File: src/rtl/regprot_pkg.sv
package regprot_pkg;

  localparam int ADDR_W = 14;
  localparam int IDX_W  = 12;

  localparam logic [ADDR_W-1:0] ALIAS_OFF = 14'h2000;
  localparam logic [ADDR_W-1:0] LOCK_OFF  = 14'h3800;
  localparam logic [ADDR_W-1:0] CFG_OFF   = 14'h3E00;
  localparam logic [ADDR_W-1:0] CTRL_OFF  = 14'h3FFC;

  typedef enum logic [2:0] {
    WIN_NONE,
    WIN_PLAIN,
    WIN_ALIAS,
    WIN_LOCK,
    WIN_CTRL
  } win_e;

  typedef struct packed {
    win_e             win;
    logic [IDX_W-1:0] idx;
  } dec_t;

  // Window decode: idx is the register index for data windows and the
  // lock word index for the lock window.
  function automatic dec_t decode_addr(input logic [ADDR_W-1:0] a, input int nregs);
    dec_t d;
    logic [ADDR_W-1:0] rel;
    d.win = WIN_NONE;
    d.idx = '0;
    rel   = '0;
    if (a < ALIAS_OFF) begin
      d.idx = {1'b0, a[12:2]};
      if (int'(d.idx) < nregs) d.win = WIN_PLAIN;
    end else if (a < LOCK_OFF) begin
      rel   = a - ALIAS_OFF;
      d.idx = {1'b0, rel[12:2]};
      if (int'(d.idx) < nregs) d.win = WIN_ALIAS;
    end else if (a < CFG_OFF) begin
      rel   = a - LOCK_OFF;
      d.idx = {2'b0, rel[11:2]};
      if (int'(d.idx) * 4 < nregs) d.win = WIN_LOCK;
    end else if (a[ADDR_W-1:2] == CTRL_OFF[ADDR_W-1:2]) begin
      d.win = WIN_CTRL;
    end
    return d;
  endfunction

  // Lock byte update: upper nibble enables, lower nibble values.
  function automatic logic [3:0] lock_apply(input logic [3:0] old, input logic [7:0] ctl);
    return (old & ~ctl[7:4]) | (ctl[3:0] & ctl[7:4]);
  endfunction

  function automatic logic [31:0] ctrl_pack(input logic hard, input logic user_en);
    return {30'b0, user_en, hard};
  endfunction

endpackage

File: src/rtl/regprot_bank.sv
module regprot_bank #(
  parameter int N_REGS = 8,
  parameter int IDX_W  = 12
) (
  input  logic             clk,
  input  logic             rst_n,
  input  logic [3:0]       wr_mask,
  input  logic [IDX_W-1:0] wr_idx,
  input  logic [31:0]      wr_data,
  input  logic [IDX_W-1:0] rd_idx,
  output logic [31:0]      rd_data
);

  logic [32*N_REGS-1:0] words_q;

  always_ff @(posedge clk or negedge rst_n) begin
    if (!rst_n) begin
      words_q <= '0;
    end else begin
      for (int i = 0; i < N_REGS; i++) begin
        if (wr_idx == IDX_W'(i)) begin
          for (int b = 0; b < 4; b++) begin
            if (wr_mask[b]) words_q[32*i+8*b +: 8] <= wr_data[8*b +: 8];
          end
        end
      end
    end
  end

  always_comb begin
    rd_data = '0;
    for (int i = 0; i < N_REGS; i++) begin
      if (rd_idx == IDX_W'(i)) rd_data = words_q[32*i +: 32];
    end
  end

endmodule

File: src/rtl/regprot_locks.sv
module regprot_locks
  import regprot_pkg::*;
#(
  parameter int                    N_REGS    = 8,
  parameter logic [4*N_REGS-1:0]   PROT_MASK = '1
) (
  input  logic                  clk,
  input  logic                  rst_n,
  input  logic                  alias_set,
  input  logic [IDX_W-1:0]      alias_idx,
  input  logic [3:0]            alias_bits,
  input  logic                  lw_en,
  input  logic [IDX_W-1:0]      lw_word,
  input  logic [3:0]            lw_be,
  input  logic [31:0]           lw_data,
  input  logic                  ctrl_wr,
  input  logic [1:0]            ctrl_data,
  output logic [4*N_REGS-1:0]   slb_q,
  output logic                  hard_q,
  output logic                  user_en_q
);

  logic [4*N_REGS-1:0] slb_d;

  always_comb begin
    slb_d = slb_q;
    if (!hard_q) begin
      for (int i = 0; i < N_REGS; i++) begin
        if (alias_set && alias_idx == IDX_W'(i))
          slb_d[4*i +: 4] = slb_d[4*i +: 4] | alias_bits;
        if (lw_en && lw_word == IDX_W'(i / 4) && lw_be[i % 4])
          slb_d[4*i +: 4] = lock_apply(slb_d[4*i +: 4], lw_data[8*(i%4) +: 8]);
      end
    end
  end

  always_ff @(posedge clk or negedge rst_n) begin
    if (!rst_n) begin
      slb_q     <= '0;
      hard_q    <= 1'b0;
      user_en_q <= 1'b0;
    end else begin
      slb_q <= slb_d & PROT_MASK;
      if (ctrl_wr) begin
        hard_q    <= hard_q | ctrl_data[0];
        user_en_q <= ctrl_data[1];
      end
    end
  end

endmodule

File: src/rtl/reg_prot_wrap.sv
module reg_prot_wrap
  import regprot_pkg::*;
#(
  parameter int                  N_REGS    = 8,
  parameter logic [4*N_REGS-1:0] PROT_MASK = 32'hFF0F_FCFF
) (
  input  logic        clk,
  input  logic        rst_n,
  input  logic        bus_req,
  input  logic        bus_wr,
  input  logic [13:0] bus_addr,
  input  logic [3:0]  bus_be,
  input  logic [31:0] bus_wdata,
  input  logic        bus_user,
  output logic        rsp_valid,
  output logic [31:0] rsp_rdata,
  output logic        rsp_err
);

  dec_t                dec;
  logic                user_block;
  logic                acc_ok;
  logic                unmapped_hit;
  logic                is_data;
  logic                wr_data_hit;
  logic                wr_blocked;
  logic [3:0]          slb_word;
  logic [3:0]          bank_mask;
  logic                alias_set;
  logic                lw_en;
  logic                ctrl_wr;
  logic [4*N_REGS-1:0] slb_q;
  logic                hard_q;
  logic                user_en_q;
  logic [31:0]         bank_rd;
  logic [31:0]         lock_rd;
  logic [31:0]         rdata_d;
  logic                err_d;

  assign dec          = decode_addr(bus_addr, N_REGS);
  assign user_block   = bus_req && bus_user && !user_en_q;
  assign acc_ok       = bus_req && !user_block && dec.win != WIN_NONE;
  assign unmapped_hit = bus_req && !user_block && dec.win == WIN_NONE;
  assign is_data      = dec.win == WIN_PLAIN || dec.win == WIN_ALIAS;
  assign wr_data_hit  = acc_ok && bus_wr && is_data;

  always_comb begin
    slb_word = '0;
    for (int i = 0; i < N_REGS; i++) begin
      if (dec.idx == IDX_W'(i)) slb_word = slb_q[4*i +: 4];
    end
  end

  assign wr_blocked = wr_data_hit && |(bus_be & slb_word);
  assign bank_mask  = wr_data_hit ? (bus_be & ~slb_word) : 4'b0;
  assign alias_set  = wr_data_hit && dec.win == WIN_ALIAS;
  assign lw_en      = acc_ok && bus_wr && dec.win == WIN_LOCK;
  assign ctrl_wr    = acc_ok && bus_wr && dec.win == WIN_CTRL && bus_be[0];

  regprot_bank #(.N_REGS(N_REGS), .IDX_W(IDX_W)) u_bank (
    .clk     (clk),
    .rst_n   (rst_n),
    .wr_mask (bank_mask),
    .wr_idx  (dec.idx),
    .wr_data (bus_wdata),
    .rd_idx  (dec.idx),
    .rd_data (bank_rd)
  );

  regprot_locks #(.N_REGS(N_REGS), .PROT_MASK(PROT_MASK)) u_locks (
    .clk        (clk),
    .rst_n      (rst_n),
    .alias_set  (alias_set),
    .alias_idx  (dec.idx),
    .alias_bits (bank_mask),
    .lw_en      (lw_en),
    .lw_word    (dec.idx),
    .lw_be      (bus_be),
    .lw_data    (bus_wdata),
    .ctrl_wr    (ctrl_wr),
    .ctrl_data  (bus_wdata[1:0]),
    .slb_q      (slb_q),
    .hard_q     (hard_q),
    .user_en_q  (user_en_q)
  );

  // Lock word read: lane j shows register 4k+j, enable nibble reads 0.
  always_comb begin
    lock_rd = '0;
    for (int j = 0; j < 4; j++) begin
      for (int i = 0; i < N_REGS; i++) begin
        if (int'(dec.idx) * 4 + j == i) lock_rd[8*j +: 8] = {4'b0, slb_q[4*i +: 4]};
      end
    end
  end

  always_comb begin
    rdata_d = '0;
    if (acc_ok && !bus_wr) begin
      unique case (dec.win)
        WIN_PLAIN, WIN_ALIAS: rdata_d = bank_rd;
        WIN_LOCK:             rdata_d = lock_rd;
        WIN_CTRL:             rdata_d = ctrl_pack(hard_q, user_en_q);
        default:              rdata_d = '0;
      endcase
    end
  end

  assign err_d = user_block || unmapped_hit || wr_blocked;

  always_ff @(posedge clk or negedge rst_n) begin
    if (!rst_n) begin
      rsp_valid <= 1'b0;
      rsp_rdata <= '0;
      rsp_err   <= 1'b0;
    end else begin
      rsp_valid <= bus_req;
      rsp_rdata <= rdata_d;
      rsp_err   <= bus_req && err_d;
    end
  end

endmodule

File: config.mk
export PLATFORM = sky130hd
export DESIGN_NAME = reg_prot_wrap
export DESIGN_NICKNAME = d
export VERILOG_FILES = /design/src/rtl/regprot_pkg.sv /design/src/rtl/regprot_bank.sv /design/src/rtl/regprot_locks.sv /design/src/rtl/reg_prot_wrap.sv
export SDC_FILE = /design/constraint.sdc
export NUM_CORES = 1
export LEC_CHECK = 0
export CORE_MARGIN = 2
export CORE_UTILIZATION = 64
export CTS_BUF_LIST = sky130_fd_sc_hd__clkbuf_4 sky130_fd_sc_hd__clkbuf_8 sky130_fd_sc_hd__clkbuf_16
export CTS_CLUSTER_DIAMETER = 200
export DETAILED_ROUTE_END_ITERATION = 16
export DONT_BUFFER_PORTS = 1
export HOLD_SLACK_MARGIN = 0.05
export PLACE_DENSITY = 0.8
export SKIP_CTS_REPAIR_TIMING = 1
export SLEW_MARGIN = 5
export SYNTH_ARGS = -nofsm -noshare
export SYNTH_HDL_FRONTEND = slang
export SYNTH_HIERARCHICAL = 1
export SYNTH_SLANG_ARGS = --single-unit
File: constraint.sdc
create_clock -name clk -period 3.2 [get_ports clk]
set_input_delay 0.64 -clock clk [delete_from_list [all_inputs] [get_ports clk]]
set_output_delay 0.64 -clock clk [all_outputs]
set_load 0.02 [all_outputs]
# == After elaboration in Yosys (flattened, before gate mapping) ==
# Index checks and enable logic that the tools add are counted.
# op_classes
n_addsub,5
mul,0
n_div,0
order_cmp,6
eq_ne,34
n_shift,0
mux,74
n_bitwise,33
reduce_logical,77
# op_table
cell,n
== test 32 x 4 -> 1 bit (second input constant),9
2-to-1 mux 32 bit,9
== test 32 x 3 -> 1 bit (second input constant),6
2-to-1 mux 8 bit,22
2-to-1 mux 4 bit,34
logical NOT 32 bit,4
== test 32 x 2 -> 1 bit (second input constant),3
one-hot mux 32 bit (3 select lines),1
AND reduction 2 bit,32
bitwise OR 4 bit,14
bitwise AND 4 bit,13
== test 12 x 3 -> 1 bit (second input constant),4
== test 15 x 3 -> 1 bit (second input constant),3
less-than comparator 14 bit (second input constant),3
== test 12 x 2 -> 1 bit (second input constant),3
adder 14 x 2 -> 15 bit (second input constant),2
logical AND 1 bit,30
2-to-1 mux 15 bit,2
less-than comparator 11 x 4 -> 1 bit (second input constant),2
NOT 4 bit,5
adder 14 x 1 -> 15 bit (second input constant),1
subtractor 13 x 1 -> 13 bit (second input constant),1
== test 12 x 1 -> 1 bit (second input constant),1
== test 12 bit (second input constant),1
17 further kinds,24
# word_totals
ff_bits,318
latch_bits,0
ram_bits,0
mem_bits_ro,0
inputBits,55
elab_cells,267
n_memories,0

# == Depth between registers and ports, before layout ==
# Gate-level depths: netlist (run 1).
# depth
depth_word,24
mapped_depth,14

# == Modules after synthesis ==
# The synthesis (run 1) kept the hierarchy.
# by_module_without_submodules
mod,n_inst,cells_each,area_per_inst_um2,seq_area_each_um2
regprot_bank,1,923,11991.5,6406.1
reg_prot_wrap,1,254,2153.3,850.8
regprot_locks,1,232,2052.0,700.7

# == Worst setup path before layout (run 1) ==
# OpenSTA, ideal clock, no wires.
# synth_path
path_kind,input-to-reg
start,input bus_addr[9]
end,register u_bank.words_q[248]
arrival_ns,3.759
setup_slack_ns,-0.684
path_stages,10
path_cell_list,or4_4 or2_2 clkbuf_1 a2bb2oi_1 or3_1 a21oi_1 clkbuf_1 nand2_1 nor2_1 mux2_2
# synth_between
elab_chain_cells,17
# synth_rtl
item,line,source
"start, declared",reg_prot_wrap.sv:11,"input logic [13:0] bus_addr,"
subtractor 12 bit / less-than comparator 14 bit (equally long branches),"regprot_pkg.sv:40, regprot_pkg.sv:39",
2-to-1 mux 10 bit,regprot_pkg.sv:39,end else if (a < CFG_OFF) begin
2-to-1 mux 15 bit,regprot_pkg.sv:35,end else if (a < LOCK_OFF) begin
2-to-1 mux 15 bit *,regprot_pkg.sv:32,if (a < ALIAS_OFF) begin
logical NOT 12 bit,reg_prot_wrap.sv:50,if (dec.idx == IDX_W'(i)) slb_word = slb_q[4*i +: 4];
2-to-1 mux 4 bit (8 in series),reg_prot_wrap.sv:50,
NOT 4 bit,reg_prot_wrap.sv:55,assign bank_mask = wr_data_hit ? (bus_be & ~slb_word) : 4'b0;
bitwise AND 4 bit,reg_prot_wrap.sv:55,
2-to-1 mux 4 bit *,reg_prot_wrap.sv:55,
named net bank_mask[3],reg_prot_wrap.sv:28,logic [3:0] bank_mask;
AND reduction 2 bit (no line) *,n/a,
"end signal, assigned by index",regprot_bank.sv:23,if (wr_mask[b]) words_q[32*i+8*b +: 8] <= wr_data[8*b +: 8];
"end, declared",regprot_bank.sv:14,logic [32*N_REGS-1:0] words_q;
# Mark *: on every way through the listed nets, which the timed path passes. The rest lies on a longest branch.
# A chain may end at the register's enable or synchronous reset.

# == Worst setup path after layout (run 1) ==
# layout_path
start,input bus_addr[9]
end,register u_locks.slb_q[17]
# layout_lines
item,line,source
subtractor 12 bit,regprot_pkg.sv:40,rel = a - LOCK_OFF;
less-than comparator 12 x 4 -> 1 bit,regprot_pkg.sv:42,if (int'(d.idx) * 4 < nregs) d.win = WIN_LOCK;
2-to-1 mux 2 bit,regprot_pkg.sv:42,
2-to-1 mux 3 bit,regprot_pkg.sv:39,
2-to-1 mux 15 bit,regprot_pkg.sv:35,
2-to-1 mux 15 bit *,regprot_pkg.sv:32,
nonzero test 3 bit,reg_prot_wrap.sv:42,assign acc_ok = bus_req && !user_block && dec.win != WIN_NONE;
logical AND 1 bit,reg_prot_wrap.sv:42,
logical AND 1 bit,reg_prot_wrap.sv:57,assign lw_en = acc_ok && bus_wr && dec.win == WIN_LOCK;
logical AND 1 bit *,reg_prot_wrap.sv:57,
named net lw_en,reg_prot_wrap.sv:30,logic lw_en;
logical AND 1 bit * (2 in series),regprot_locks.sv:31,if (lw_en && lw_word == IDX_W'(i / 4) && lw_be[i % 4])
2-to-1 mux 4 bit *,regprot_locks.sv:31,
"end signal, assigned",regprot_locks.sv:43,slb_q <= slb_d & PROT_MASK;
"end, declared",regprot_locks.sv:18,"output logic [4*N_REGS-1:0] slb_q,"
# Mark *: on every way through the listed nets, which the timed path passes. The rest lies on a longest branch. The select of a mux whose other input is x is not followed.

==> results of run 1 <==
==> cell type report <==
cell class / count / area [um2]
clock buffer: 47 / 997
clock inverter: 11 / 190
fill: 1574 / 5720
inverter: 17 / 63.8
multi-input combinational: 1002 / 8040
sequential: 318 / 7960
tap: 330 / 413
timing repair buffer: 185 / 1660
==> path summary, 6_finish.rpt <==
check / to / slack, ps / depth (start not counted)
setup / recovery: u_locks/slb_q[17] / -40 / 12
hold / removal: rsp_rdata[8] / -170 / 0
setup reg to reg: u_bank/words_q[181] / 670 / 8
hold reg to reg: u_bank/words_q[65] / 500 / 1
max in group asynchronous: u_bank/words_q[2] / 2650 / 0
min in group clk: rsp_valid / 160 / 0
==> registers in the layout (all words and copies together), names as in the netlist <==
register / cells
u_bank/words_q: 256
rsp_rdata: 32
u_locks/slb_q: 26
rsp_err: 1
rsp_valid: 1
u_locks/hard_q: 1
u_locks/user_en_q: 1
==> routing by layer <==
layer / vias up / share of wire (%)
li1: 5538 / -
met1: 6684 / 41
met5: - / 0
met4: 0 / 3.3
met2: 719 / 47
met3: 119 / 8.6
==> cell usage in the layout (no fill, tap or decap), drive strengths merged, types with 12 or more instances in the layout <==
cell type    n
a211oi      40
a21oi       67
a22oi       16
a41oi       12
and2        25
buf        185
clkbuf      47
dfrtp      318
inv         18
mux2       266
mux2i       67
nand2      103
nand3       16
nor2        83
nor2b       18
nor3        22
nor4        14
o21ai       55
o22ai       21
or3         16
==> cells by family after synthesis <==
| family | Yosys count | synth area share, % |
|---|---|---|
| and+or+nand+nor | 356 | 12.4 |
| muxes | 337 | 23.2 |
| DFF | 318 | 49.1 |
| AOI/OAI and AO/OA | 298 | 12.5 |
| buffers and inverters | 98 | 2.71 |
| other | 2 | 0.0464 |
==> where the power goes <==
part           internal, uW  leakage [uW]  switching [uW]  total (uW)
combinational           147       0.00394             231         379
sequential             4020       0.00440            2.14        4020
clock                  2590      0.000596            1590        4170
total                  6760       0.00894            1820        8580
==> worst register-to-register path, cell delays in order (launching register included) <==
cell and delay (ps):
dfrtp_1 450, mux2i_1 180, a21oi_1 90, a2bb2oi_1 150, or3_1 420, a21oi_4 330
nand2_4 130, nor2_4 290, mux2_2 390
==> metrics by stage <==
stage | util, % | TNS (ps) | power, uW | hold slack, ps
after CTS | 76.9 | -385 | 8600 | -181
after detailed placement | 72.2 | -104480 | 4460 | 350
after global placement | 72.2 | -93820 | 4450 | 354
final | 77.2 | -41.2 | 8580 | -168
after global routing | 77.2 | -424 | 8810 | -187
after floorplan | - | -16160 | 4320 | 344
==> impl_results.md, run 1 <==
- Via count: approximately 13000
- CTS tree: yes
- GR Layer Usage met2: 58.5%
- Core area: 25000 um2
- Post-synth top area share: ~49%
- # clock sinks: 318
- LEAKAGE: 0.00894 uW
- Vias in the first global route: 12888
- Top cells by count, synth: dfrtp_1, mux2_2, nand2_1, nor2_1
- DRT Pass-1 Iters: 8
- Design Area, Final: a little under 20000 um2
- Die ar.: approximately 27000 um2
- Max Slew Vio Count: 0
- WHS: -168 ps
- Top cells by area, synth: dfrtp_1, mux2_2, mux2i_1, a21oi_1, nand2_1
- Failing checks: negative hold slack, negative setup slack
- Status: finished, violations left
- Slowest cell delay on critical path: roughly 520 ps
- Power per cell area: around 440 nW/um2
- Max-slew headroom: a little over two fifths
- Die W: about 160 um
- Num rows: 58
- Fin crit share: 101%
- Main synth FF type: dfrtp_1
- Fin cells: 1910
- Gpl congestion: about 0.97
- Yosys reg bits: roughly 320
- CP max-delay cell: or4_4
- Crit path max fanout: 7
- Final number of setup-violating endpoints: 2
- RSZ-0062 raised after global routing: true
- First-pass GRT wire length: around 74 mm
- WP buf/inv: 1
- Crit end category: register
- Setup WS post-layout: -37.9 ps
- Number of synthesized flops with an enable pin: 0
- Syn-to-layout area delta: 19.3%
- Ports: slightly below 90
- Yosys Warn Count: 6
- CP startpoint kind: primary input
- Async S/R FF share, synth: 100%
- Critical-path cell list: or4_4 > or4_4 > nand2b_4 > and2b_4 > nand2_4 > nand4_1 > nor2_2 > or4b_4 > nor3_4 > buf_6 > nand4_1 > mux2_1
- Pin count of the biggest net entering global routing: 319
- Worst Hold Class: in -> async
- WP data arrival: 3620 ps
- Synth cell types: 80
- Final Critical Period: 3240 ps
- Initial antenna violation count: 0
- Final hold vios: 199
- Number of diodes: 0
- Synthesized area: 16200 um2
- Initial Util: between 60% and 70%
- Met1 usage: 51.1%
- Syn Inst Count: ~1400
- Drt drc: 0
- Clk root buf: clkbuf_16
- Worst skew pair latency: 520 ps
- Max Clock Skew: approximately 20 ps
- Placement-stage cell area: 18100 um2
- H-tree levels: 2
- Placement Setup Slack: -562 ps
- Num CTS Buffers: 34
- Grt total ovfl: 0
- Max-cap violations: 0
- Routed wire length: about 48 mm
- Slew @ Worst Pin: 864 ps
- Gr usage total: 36.4%
- Crit path launch: bus_addr[9]
- CP delay by family, top: simple AND/OR/NAND/NOR gates
- DRT antenna net count: 0
- Deepest clock path buffer count: 3
- Final net count: roughly 1600
- WS Path Type: in -> reg
- Drt first-iter violations: 1362
- FF-to-FF Start: u_locks/slb_q[10]
- Sequential-to-total area share from yosys stat: about 49%
- Max Clock Freq: between 300 and 400 MHz
- Vias/cell: about 6.8
- Mean Syn Cell Area: approximately 11 um2
- Die Span Y: 163 um
- GR Layer Usage met3: 5.49%
- Clock transition at the registers of the reported paths: 60 ps
- Final HPWL DP: 32.8 mm
- Critical Path RT: about 3600 ps
- Most common cell in the netlist: dfrtp_1
- GR peak layer: met2
- Placed cell count: 1852
- PortBufs: 0
- Avg WL per Cell: 25.0 um
- Worst vdd ir: 413 uV
- Post-synth top area cell: dfrtp_1
- Ratio of cells with drive above 1 in the final layout: a little under two fifths
(Power assumes the default switching activity.)
==> run 2, diff against run 1 <==
==> constraint.sdc (replaced) <==
create_clock -name clk -period 3.2 [get_ports clk]
set_input_delay 0.48 -clock clk [delete_from_list [all_inputs] [get_ports clk]]
set_output_delay 0.48 -clock clk [all_outputs]
set_load 0.02 [all_outputs]
==> impl_results.md, run 2 (synthesis results as in run 1) <==
- Status: finished, violations left
- Failing checks: negative hold slack
- Max-slew headroom: 34.4% (-8.1 points)
- R2R cell count: 9 (+1)
- Grt total ovfl: 0 (unchanged)
- FF+latch area: 7960 um2 (unchanged)
- First-pass GRT wire length: 74.0 mm (+0.27%)
- Worst skew pair latency: 510 ps (about the same)
- RSZ-0062 raised after global routing: false
- WP data arrival: 3520 ps (-100 ps)
- Die ar.: 26600 um2 (unchanged)
- CP startpoint kind: primary input
- DRT antenna net count: 0 (unchanged)
- Gr usage total: 36.6% (+0.16 points)
- Vias in the first global route: 13058 (+1.3%)
- Drt first-iter violations: 1458 (+7.0%)
- Max-cap violations: 0 (unchanged)
- Ratio of cells with drive above 1 in the final layout: 35.3% (-1.6 points)
- Die Span Y: 163 um (unchanged)
- Routed wire length: 48.0 mm (+0.28%)
- Largest registers: u_bank/words_q: 256 flops, rsp_rdata: 32 flops, u_locks/slb_q: 26 flops
- Fill cells: 1612 (+2.4%)
- DRT Pass-1 Iters: 7 (-1)
- Num rows: 58 (unchanged)
- Power per cell area: 439 nW/um2 (-1.1%)
- Crit end category: register
- Critical Path RT: 3600 ps (+20 ps)
- WS Path Type: in -> reg
- WHS: -334 ps (-166 ps)
- Worst vdd ir: 417 uV (+0.86%)
- # clock sinks: 318 (unchanged)
- Max Slew Vio Count: 0 (unchanged)
- Commonest non-fill, non-tap cell in the layout: dfrtp_1
- Via count: 12891 (-1.3%)
- PortBufs: 0 (unchanged)
- Max reg flops: 256 (unchanged)
- Avg WL per Cell: 25.4 um (+1.3%)
- Fin crit share: 97.5% (-3.7 points)
- Drt drc: 0 (unchanged)
- Final net count: 1593 (-1.2%)
- Register name with the most flops: u_bank/words_q
- Vias/cell: 6.82 (-0.30%)
- Multi-input logic area: 7970 um2 (-0.86%)
- Initial Util: 64.7% (unchanged)
- Die W: 163 um (unchanged)
- Gpl congestion: 1.01 (+3.7%)
- Design Area, Final: 19000 um2 (-1.5%)
- Core area: 25000 um2 (unchanged)
- Initial antenna violation count: 2 (+2)
- Slew @ Worst Pin: 976 ps (+112 ps)
- Num CTS Buffers: 35 (+2.9%)
- Commonest non-fill, non-tap cells in the layout: dfrtp_1, mux2_2, buf_4
- Final Critical Period: 3120 ps (-117 ps)
- Clk root buf: clkbuf_16
- Syn-to-layout area delta: 17.4%
- Final HPWL DP: 32.6 mm (-0.52%)
- Pin count of the biggest net entering global routing: 319 (unchanged)
- Max Clock Freq: 320 MHz (+3.8%)
- Ports: 89 (unchanged)
- H-tree levels: 2 (unchanged)
- Max Clock Skew: 16.1 ps (-3.76 ps)
- Final hold vios: 318 (+60%)
- Final number of setup-violating endpoints: 0 (-2)
- Deepest clock path buffer count: 3 (unchanged)
- Clock transition at the registers of the reported paths: 60 ps (about the same)
- CTS tree: yes
- Final core utilization: 76.0% (-1.2 points)
- LEAKAGE: 0.00876 uW (-2.0%)
- Crit path max fanout: 10 (+3)
- Placement-stage cell area: 17900 um2 (-1.1%)
- Worst Hold Class: in -> async
run 2: changes by cell type in the layout (fill, tap and decap cells not counted), sizes merged:
cell	previous run	this run
buf	185	163
bufinv	5	2
clkbuf	47	50
clkinvlp	0	2
diode	0	1
dlygate4sd3	0	1
inv	18	17
run 2: worst paths after layout:
path | to | startpoint | slack [ps]
min reg2reg | u_bank/words_q[16] | u_bank/words_q[16] | 490
min | u_bank/words_q[9] | rst_n | -330
max | u_locks/slb_q[29] | bus_addr[9] | 80
max reg2reg | u_bank/words_q[182] | u_locks/slb_q[14] | 630
max in group asynchronous | u_bank/words_q[185] | rst_n | 2750
min in group clk | rsp_err | bus_req | 90
run 2: layout make-up:
cell class	count	area share, %
multi-input combinational	1002	41.9
sequential	318	41.8
timing repair buffer	164	7.80
clock buffer	50	5.36
tap	330	2.17
clock inverter	9	0.585
inverter	17	0.335
antenna	1	0.0132
run 2: metrics by stage:
stage / TNS (ps) / instances / power (uW) / setup WS (ps)
after detailed placement: -57880 / 1830 / 4440 / -439
after global placement: -50150 / 1830 / 4440 / -388
final: 0 / 1891 / 8360 / 79.6
after floorplan: -5530 / 1418 / 4320 / -372
after CTS: 0 / 1889 / 8370 / 76.8
after global routing: 0 / 1890 / 8580 / 7.73
run 2: routing by layer:
layer | global-route usage [%] | wire length, um
met1 | 50.5 | 19300
met2 | 56.8 | 22000
met3 | 7.72 | 4690
met4 | 15.1 | 1970
met5 | 0 | 0
run 2: worst max-delay path: stages:
cell      delay [ps]
or4_4            520
or4_4            430
nand2b_4         160
and2b_4          170
nand2_4           60
nand4_1          130
nor2_1           230
or4b_4           550
nor3_4           170
buf_12           150
nand3_1          140
o31a_1           330
run 2: report_power, final:
part	internal [uW]	leakage [uW]	total, uW	switching [uW]
sequential	4020	0.00440	4030	2.11
clock	2380	0.000562	3970	1590
combinational	134	0.00380	360	227
total	6540	0.00876	8360	1820
